**config.mk**
```make
export PLATFORM = sky130hd
export DESIGN_NAME = atomic_rmw_unit
export DESIGN_NICKNAME = d
export VERILOG_FILES = /design/src/rtl/armw_pkg.sv /design/src/rtl/armw_seq.sv /design/src/rtl/armw_modify.sv /design/src/rtl/atomic_rmw_unit.sv
export SDC_FILE = /design/constraint.sdc
export NUM_CORES = 1
export LEC_CHECK = 0
export ABC_AREA = 1
export BUFFER_PORTS_ARGS = -buffer_cell sky130_fd_sc_hd__buf_2
export CORE_UTILIZATION = 30
export CTS_CLUSTER_SIZE = 14
export DETAILED_ROUTE_END_ITERATION = 10
export PLACE_DENSITY_LB_ADDON = 0.25
export SYNTH_ARGS = -nofsm -noshare
export SYNTH_HDL_FRONTEND = slang
export SYNTH_SLANG_ARGS = --single-unit
```
**constraint.sdc**
```tcl
create_clock -name clk -period 2.2 [get_ports clk]
set_clock_uncertainty 0.2 [all_clocks]
set_input_delay 0.11 -clock clk [delete_from_list [all_inputs] [get_ports clk]]
set_output_delay 0.11 -clock clk [all_outputs]
set_load 0.005 [all_outputs]
```
**src/rtl/armw_pkg.sv**
```systemverilog
package armw_pkg;

    typedef enum logic [1:0] {
        OP_XCHG = 2'd0,
        OP_BTS  = 2'd1,
        OP_BTR  = 2'd2,
        OP_BTC  = 2'd3
    } rmw_op_e;

    typedef enum logic [1:0] {
        ST_IDLE  = 2'd0,
        ST_READ  = 2'd1,
        ST_WRITE = 2'd2,
        ST_DONE  = 2'd3
    } seq_state_e;

    typedef struct packed {
        logic ready;
        logic lock;
        logic rd_en;
        logic wr_en;
        logic rsp_valid;
    } seq_ctrl_t;

    // New value of the addressed bit for a single-bit operation.
    function automatic logic bit_update(input rmw_op_e op, input logic cur);
        case (op)
            OP_BTS:  return 1'b1;
            OP_BTR:  return 1'b0;
            OP_BTC:  return ~cur;
            default: return cur;
        endcase
    endfunction

endpackage

```
**src/rtl/armw_seq.sv**
```systemverilog
module armw_seq
    import armw_pkg::*;
(
    input  logic      clk,
    input  logic      rst,
    input  logic      start,
    input  logic      rd_valid,
    input  logic      wr_ack,
    output seq_ctrl_t ctrl,
    output logic      rd_done
);

    seq_state_e state_q, state_d;

    always_comb begin
        state_d = state_q;
        case (state_q)
            ST_IDLE:  if (start)    state_d = ST_READ;
            ST_READ:  if (rd_valid) state_d = ST_WRITE;
            ST_WRITE: if (wr_ack)   state_d = ST_DONE;
            default:                state_d = ST_IDLE;
        endcase
    end

    always_ff @(posedge clk) begin
        if (rst) state_q <= ST_IDLE;
        else     state_q <= state_d;
    end

    always_comb begin
        ctrl           = '0;
        ctrl.ready     = (state_q == ST_IDLE);
        ctrl.lock      = (state_q == ST_READ) || (state_q == ST_WRITE);
        ctrl.rd_en     = (state_q == ST_READ);
        ctrl.wr_en     = (state_q == ST_WRITE);
        ctrl.rsp_valid = (state_q == ST_DONE);
    end

    assign rd_done = (state_q == ST_READ) && rd_valid;

endmodule

```
**src/rtl/armw_modify.sv**
```systemverilog
module armw_modify
    import armw_pkg::*;
#(
    parameter int DATA_W = 32,
    parameter int IDX_W  = 8
) (
    input  rmw_op_e             op,
    input  logic [DATA_W-1:0]   old_word,
    input  logic [DATA_W-1:0]   operand,
    input  logic [IDX_W-1:0]    bit_idx,
    output logic [DATA_W-1:0]   new_word,
    output logic                flag
);

    // DATA_W is a power of two, so modulo is a mask.
    localparam logic [IDX_W-1:0] IDX_MASK = IDX_W'(DATA_W - 1);

    logic [IDX_W-1:0]  idx_red;
    logic [DATA_W-1:0] sel;

    assign idx_red = bit_idx & IDX_MASK;

    for (genvar i = 0; i < DATA_W; i++) begin : g_bit
        assign sel[i] = (idx_red == IDX_W'(i));
        always_comb begin
            if (op == OP_XCHG)
                new_word[i] = operand[i];
            else if (sel[i])
                new_word[i] = bit_update(op, old_word[i]);
            else
                new_word[i] = old_word[i];
        end
    end

    assign flag = (op != OP_XCHG) && |(old_word & sel);

endmodule

```
**src/rtl/atomic_rmw_unit.sv**
```systemverilog
module atomic_rmw_unit
    import armw_pkg::*;
#(
    parameter int DATA_W = 32,
    parameter int ADDR_W = 8,
    parameter int IDX_W  = 8
) (
    input  logic              clk,
    input  logic              rst,
    input  logic              req_valid,
    output logic              req_ready,
    input  logic [1:0]        req_op,
    input  logic [ADDR_W-1:0] req_addr,
    input  logic [DATA_W-1:0] req_operand,
    input  logic [IDX_W-1:0]  req_bit,
    output logic              mem_lock,
    output logic              mem_rd_en,
    output logic              mem_wr_en,
    output logic [ADDR_W-1:0] mem_addr,
    output logic [DATA_W-1:0] mem_wdata,
    input  logic [DATA_W-1:0] mem_rdata,
    input  logic              mem_rd_valid,
    input  logic              mem_wr_ack,
    output logic              rsp_valid,
    output logic [DATA_W-1:0] rsp_old,
    output logic              rsp_flag
);

    seq_ctrl_t         ctrl;
    logic              accept;
    logic              rd_done;
    rmw_op_e           op_q;
    logic [ADDR_W-1:0] addr_q;
    logic [DATA_W-1:0] operand_q;
    logic [IDX_W-1:0]  idx_q;
    logic [DATA_W-1:0] old_q;
    logic [DATA_W-1:0] new_word;
    logic              flag;

    assign accept = req_valid && ctrl.ready;

    armw_seq u_seq (
        .clk      (clk),
        .rst      (rst),
        .start    (accept),
        .rd_valid (mem_rd_valid),
        .wr_ack   (mem_wr_ack),
        .ctrl     (ctrl),
        .rd_done  (rd_done)
    );

    always_ff @(posedge clk) begin
        if (rst) begin
            op_q      <= OP_XCHG;
            addr_q    <= '0;
            operand_q <= '0;
            idx_q     <= '0;
        end else if (accept) begin
            op_q      <= rmw_op_e'(req_op);
            addr_q    <= req_addr;
            operand_q <= req_operand;
            idx_q     <= req_bit;
        end
    end

    always_ff @(posedge clk) begin
        if (rst)          old_q <= '0;
        else if (rd_done) old_q <= mem_rdata;
    end

    armw_modify #(
        .DATA_W (DATA_W),
        .IDX_W  (IDX_W)
    ) u_modify (
        .op       (op_q),
        .old_word (old_q),
        .operand  (operand_q),
        .bit_idx  (idx_q),
        .new_word (new_word),
        .flag     (flag)
    );

    assign req_ready = ctrl.ready;
    assign mem_lock  = ctrl.lock;
    assign mem_rd_en = ctrl.rd_en;
    assign mem_wr_en = ctrl.wr_en;
    assign mem_addr  = addr_q;
    assign mem_wdata = new_word;
    assign rsp_valid = ctrl.rsp_valid;
    assign rsp_old   = old_q;
    assign rsp_flag  = ctrl.rsp_valid && flag;

    AST_ACCEPT_LOCKS: assert property (@(posedge clk) disable iff (rst)
        (req_valid && req_ready) |=> (mem_lock && mem_rd_en && !req_ready));

    AST_READ_HELD: assert property (@(posedge clk) disable iff (rst)
        (mem_rd_en && !mem_rd_valid) |=> (mem_rd_en && mem_lock && $stable(mem_addr)));

    AST_READ_TO_WRITE: assert property (@(posedge clk) disable iff (rst)
        (mem_rd_en && mem_rd_valid) |=> (mem_wr_en && mem_lock && !mem_rd_en));

    AST_WRITE_HELD: assert property (@(posedge clk) disable iff (rst)
        (mem_wr_en && !mem_wr_ack) |=> (mem_wr_en && mem_lock && $stable(mem_wdata) && $stable(mem_addr)));

    AST_LOCK_RELEASE: assert property (@(posedge clk) disable iff (rst)
        (mem_wr_en && mem_wr_ack) |=> (!mem_lock && rsp_valid));

    AST_RSP_PULSE: assert property (@(posedge clk) disable iff (rst)
        rsp_valid |=> (!rsp_valid && req_ready && !mem_lock));

    AST_BUSY_NOT_READY: assert property (@(posedge clk) disable iff (rst)
        (mem_lock || rsp_valid) |-> !req_ready);

    AST_SINGLE_BIT_CHANGE: assert property (@(posedge clk) disable iff (rst)
        (mem_wr_en && op_q != OP_XCHG) |-> ($countones(mem_wdata ^ rsp_old) <= 1));

    AST_XCHG_NO_FLAG: assert property (@(posedge clk) disable iff (rst)
        (rsp_valid && op_q == OP_XCHG) |-> !rsp_flag);

endmodule

```
==> Word level (Yosys, flattened, before mapping) <==
Index checks and enable logic that the tools add are counted.
{ "op_classes": {"addsub": 0, "n_mul": 0, "div_mod_pow": 0, "magnitude_cmp": 0, "n_eq_ne": 40, "n_shift": 0, "mux": 100, "bitwise": 33, "reduce_logical": 11} }
{ "op_table": {"columns": ["operator", "n"], "rows": [
  ["1-bit case mux with 3 select lines", 32],
  ["5-bit equality test, second input constant", 16],
  ["1-bit two-way mux", 64],
  ["5-bit by 4-bit equality test with 1-bit output, second input constant", 8],
  ["32-bit AND", 1],
  ["1-bit inverter", 32],
  ["32-bit OR reduction", 1],
  ["5-bit by 3-bit equality test with 1-bit output, second input constant", 4],
  ["5-bit by 2-bit equality test with 1-bit output, second input constant", 2],
  ["2-bit equality test, second input constant", 4],
  ["8-bit logical NOT", 1],
  ["2-bit two-way mux", 3],
  ["2-bit by 1-bit != test with 1-bit output, second input constant", 3],
  ["2-bit case mux with 3 select lines", 1],
  ["5-bit by 1-bit equality test with 1-bit output, second input constant", 1],
  ["2-bit by 1-bit equality test with 1-bit output, second input constant", 2],
  ["1-bit logical AND", 4],
  ["2-bit logical NOT", 2],
  ["3-bit AND reduction", 1],
  ["2-bit nonzero test", 1],
  ["1-bit logical OR", 1]
]} }
{ "word_totals": {"regBits": 81, "latchBits": 0, "ram_bits": 0, "rom_bits": 0, "out_inout_bits": 78, "mem_count": 0} }

==> Longest topological paths before layout <==
{ "logic_depth": {"depth_word": 5, "ltp_mapped": 9, "ltp_nobuf": 9} }

==> Cells and area by module <==
A second synthesis with hierarchy kept.
{ "unflattened": {"cells_unflattened": 751, "area_unflattened_um2": 4677.0} }
{ "by_module_without_submodules": {"columns": ["module", "n_inst", "cells_per_inst", "area_each_um2", "seq_area_each_um2"], "rows": [
  ["atomic_rmw_unit", 1, 459, 3168.0, 1641.6],
  ["armw_modify", 1, 264, 1281.2, 0.0],
  ["armw_seq", 1, 28, 227.7, 40.0]
]} }

==> Worst setup path before layout <==
OpenSTA, ideal clock, no wires.
{ "synth_timing": {"path_kind": "flip-flop to flip-flop", "start": "register u_seq.state_q[0]", "end": "register idx_q[1]", "setup_ns": 0.086, "arrival_ns": 1.339, "required_ns": 1.914, "setup_slack_ns": 0.575, "stages_incl_launch_ff": 7, "synth_period_minus_slack_ns": 1.625, "path_cell_list": "dfxtp_1 inv_1 ha_1 nand2_1 clkbuf_1 nor2_1 a211oi_1"} }
{ "synth_between": {"elab_chain_cells": 2} }
{ "synth_rtl": {"columns": ["item", "line", "source"], "rows": [
  ["start: declaration", "armw_seq.sv:13", "seq_state_e state_q, state_d;"],
  ["start signal: assignment", "armw_seq.sv:27", "else state_q <= state_d;"],
  ["2-bit logical NOT", "armw_seq.sv:32", "ctrl.ready = (state_q == ST_IDLE);"],
  ["via req_ready", "atomic_rmw_unit.sv:11", "output logic req_ready,"],
  ["1-bit logical AND", "atomic_rmw_unit.sv:40", "assign accept = req_valid && ctrl.ready;"],
  ["end signal: assignment", "atomic_rmw_unit.sv:62", "idx_q <= req_bit;"],
  ["end: declaration", "atomic_rmw_unit.sv:35", "logic [IDX_W-1:0] idx_q;"]
]} }
The timed path passes the listed nets, and every way through them passes these cells.
A chain may end at the register's enable or synchronous reset.

==> Worst setup path in the final report <==
{ "layout_timing": {"start": "register idx_q[3]", "end": "output port rsp_flag"} }
{ "layout_between": {"elab_chain_cells": 5} }
{ "layout_rtl": {"columns": ["item", "line", "source"], "rows": [
  ["5-bit by 1-bit equality test with 1-bit output (tied with other cells)", "armw_modify.sv:24", "assign sel[i] = (idx_red == IDX_W'(i));"],
  ["32-bit AND (*)", "armw_modify.sv:35", "assign flag = (op != OP_XCHG) && |(old_word & sel);"],
  ["32-bit OR reduction (*)", "armw_modify.sv:35", null],
  ["1-bit logical AND (*)", "armw_modify.sv:35", null],
  ["1-bit logical AND (*)", "atomic_rmw_unit.sv:91", "assign rsp_flag = ctrl.rsp_valid && flag;"],
  ["end: declaration", "atomic_rmw_unit.sv:26", "output logic rsp_flag"]
]} }
Mark *: on every way between the ends. The rest lies on a longest branch, timed or not.

==> reports/results.tsv <==
metric	value	unit
status	finished clean	
PD cells	968	nW/µm²
effective utilization at floorplan	30.9	%
number of non-filler instances in the completed layout	1033	
final total power	0.00625	W
Startpoint Class	register	
final worst path period share	97.6	%
critical path cell sequence	inv_2 -> nand2_2 -> nor2_4 -> nand3_1 -> nand2_1 -> nor2_1 -> nand2_1 -> nor2_2 -> a21oi_2 -> buf_2	
sequential fraction of the synthesis area	39.5	%
ratio of cells with drive above 1 in the final layout	27.1	%
synthesized net count	717	
Clk Latency, worst-skew pair	350	ps
Syn Std Cell Area	4110	µm²
cts bufs inserted	9	
Critical Path Source	idx_q[3]$_SDFFE_PP0P_	
Final HPWL DP	10600	µm
Ys Warns	0	
routed length on met2	7380	µm
worst rel slew slack	62.7	%
count of mapped cells out of synthesis	625	
met3 WL	1040	µm
number of slew-limit violations in the final report	0	
clock period minus worst slack	2150	ps
Worst Hold Launch	mem_wr_ack	
CP Data Required Time	1890	ps
Unique masters post-synth	20	
Final Hold Violating Endpoints	0	
highest metal layer with signal wires	met4	
critical path endpoint category	primary output	
worst setup slack for register-to-register paths	240	ps
area used by multi-input combinational logic	2380	µm²
pin count of the biggest net entering global routing	82	
net count reported at finish	944	
leak pwr	2.82	nW
ratio of routed vias to standard cells	4.94	
drt drc	0	
root buffer cell	clkbuf_16	
Final GP Congestion	0.867	
Detail Route Antenna Nets	0	
most common cell after layout, fill and taps aside	nand2_1	
met1 WL	6850	µm
Place WS	176	ps
Critical-path top delay cell	dfxtp_4	
number of setup violations in the final report	0	
worst-case vdd ir drop	0.589	mV
Reg2Reg Depth	6	
WP data arrival	1840	ps
RSZ-0062 raised after global routing	true	
sequential cell area in the final layout	1640	µm²
max cap viols	0	
area after detailed placement	5120	µm²
Total Wirelength	15500	µm
boundary pin count	165	
Synth-to-Final Area Change	57.0	%
vertical extent of the die	119	µm
Post-Synthesis Mean Instance Area	6.58	µm²
CTS H-Tree Depth	3	
flop and latch count out of synthesis	81	
reg-to-reg critical path endpoint	rsp_old[17]$_SDFFE_PP0P_	
maximum frequency from static timing analysis	466	MHz
width of the chip	119	µm
depth of the worst hold-timing path	4	
Top cell by count, worst path	nand2_1	
category of the most critical setup path	register to primary output	
total overflow reported by the global router	0	
antenna violations before repair	0	
final setup margin	52.7	ps
WHS Endpoint	u_seq.state_q[0]$_SDFFE_PP0P_	
number of global-route vias before repair	4682	
largest fanout on the critical path	5	
clock slew at reported path FFs	60	ps
via count	5099	
maximum number of buffers from clock root to sink	2	
slew at the pin with the worst max-slew slack	559	ps
leading cell types in the layout, fill and taps excluded	nand2_1, buf_2, nor2_1, dlygate4sd3_1, dfxtp_1	
aggregate global-route resource usage	21.9	%
worst min-delay path class	primary input to register	
Layout fillers	1375	
wire length of the first global-routing pass	24100	µm
first-pass detailed-route iteration total	5	
violation count after the first detailed-routing iteration	273	
post-route cell area	6450	µm²
longest individual stage delay on the worst path	380	ps
input/output buffers	161	
standard cell core area	13300	µm²
CTS tree	yes	
DR WL/cell	15.0	µm
launch point of the worst reg-to-reg path	u_seq.state_q[1]$_SDFFE_PP0P_	
number of placed instances, taps included	935	
Die Area	14200	µm²
Rows	42	
clock net sink count	81	
Worst Hold Margin	54.3	ps
diodes inserted	0	
[layer usage]
metal / vias up / global-route usage [%]
met4: 0 / 6.96
li1: 2566 / -
met3: 17 / 4.41
met5: - / 0
met1: 2328 / 28.7
met2: 188 / 36.0
[layout make-up]
type | count | area share, %
Clock buffer | 11 | 3.61
Clock inverter | 5 | 1.61
Inverter | 17 | 1.05
Multi-Input combinational cell | 482 | 36.9
Sequential cell | 81 | 25.4
Tap cell | 176 | 3.41
Timing Repair Buffer | 261 | 28.0
[cells in the mapped netlist]
library cell / count / area share [%]
buf_2: 10 / 1.2
dfxtp_1: 81 / 39
nand4_1: 21 / 3.2
clkbuf_1: 32 / 2.9
a211oi_1: 25 / 4.6
nor2_2: 3 / 0.46
a21oi_1: 76 / 9.3
nand3_1: 30 / 3.7
nor2_1: 94 / 8.6
nor3_1: 2 / 0.24
ha_1: 5 / 1.5
o22ai_1: 2 / 0.30
o221ai_1: 6 / 1.3
a31oi_1: 7 / 1.1
nor4_1: 1 / 0.15
o21ai_0: 4 / 0.49
nand2_1: 198 / 18
o31ai_1: 8 / 1.5
buf_4: 3 / 0.55
inv_1: 17 / 1.6
[power by group]
group | internal [W] | leakage (nW) | switching, W
logic | 0.00102 | 1.99 | 0.00154
clock network | 0.00111 | 0.164 | 0.000607
registers | 0.00172 | 0.664 | 0.000242
[sequential cells by signal, summed over array words and instances (netlist names)]
signal and flops:
idx_q 5, mem_addr 8, op_q 2, operand_q 32
rsp_old 32, u_seq.state_q 2
[worst max path at each step]
stage,slack (ps),endpoint,cells after the start
4_1_cts,5,rsp_flag,9
3_3_place_gp,210,rsp_flag,9
6_report,50,rsp_flag,10
2_1_floorplan,580,idx_q[1]$_SDFFE_PP0P_,6
3_5_place_dp,180,rsp_old[24]$_SDFFE_PP0P_,6
5_1_grt,-50,rsp_flag,10
[repair_timing]
item | 4_1_cts | 5_1_grt
pin swaps | 0 | 5
buffers inserted | 0 | 2
endpoints found under the setup margin | 3 | 18
endpoints found under the hold margin | 80 | 0
resized for setup | 30 | 25
hold buffers | 80 | 0
[through the flow]
step | utilization, % | setup TNS (ps)
floorplan | - | 0
global placement | 38.5 | 0
detailed placement | 38.5 | 0
CTS | 47.8 | 0
global route | 48.6 | -46.9
finish | 48.6 | 0
[critical path, delay by kind of cell (launching register included)]
family	cells	cell delay, ps
and+or+nand+nor	7	740
buffers and inverters	2	230
DFF	1	380
AOI/OAI and AO/OA	1	130
[cell families (layout without fill, tap and decap cells)]
group           Yosys count  in the layout  share of synthesized area [%]
buf+inv                  62            294                           6.24
flops                    81             81                           39.5
compound gates          128            128                           18.4
fa+ha+maj                 5              5                           1.52
simple gates            349            349                           34.4
No activity file was read; power rests on OpenSTA's default activity.
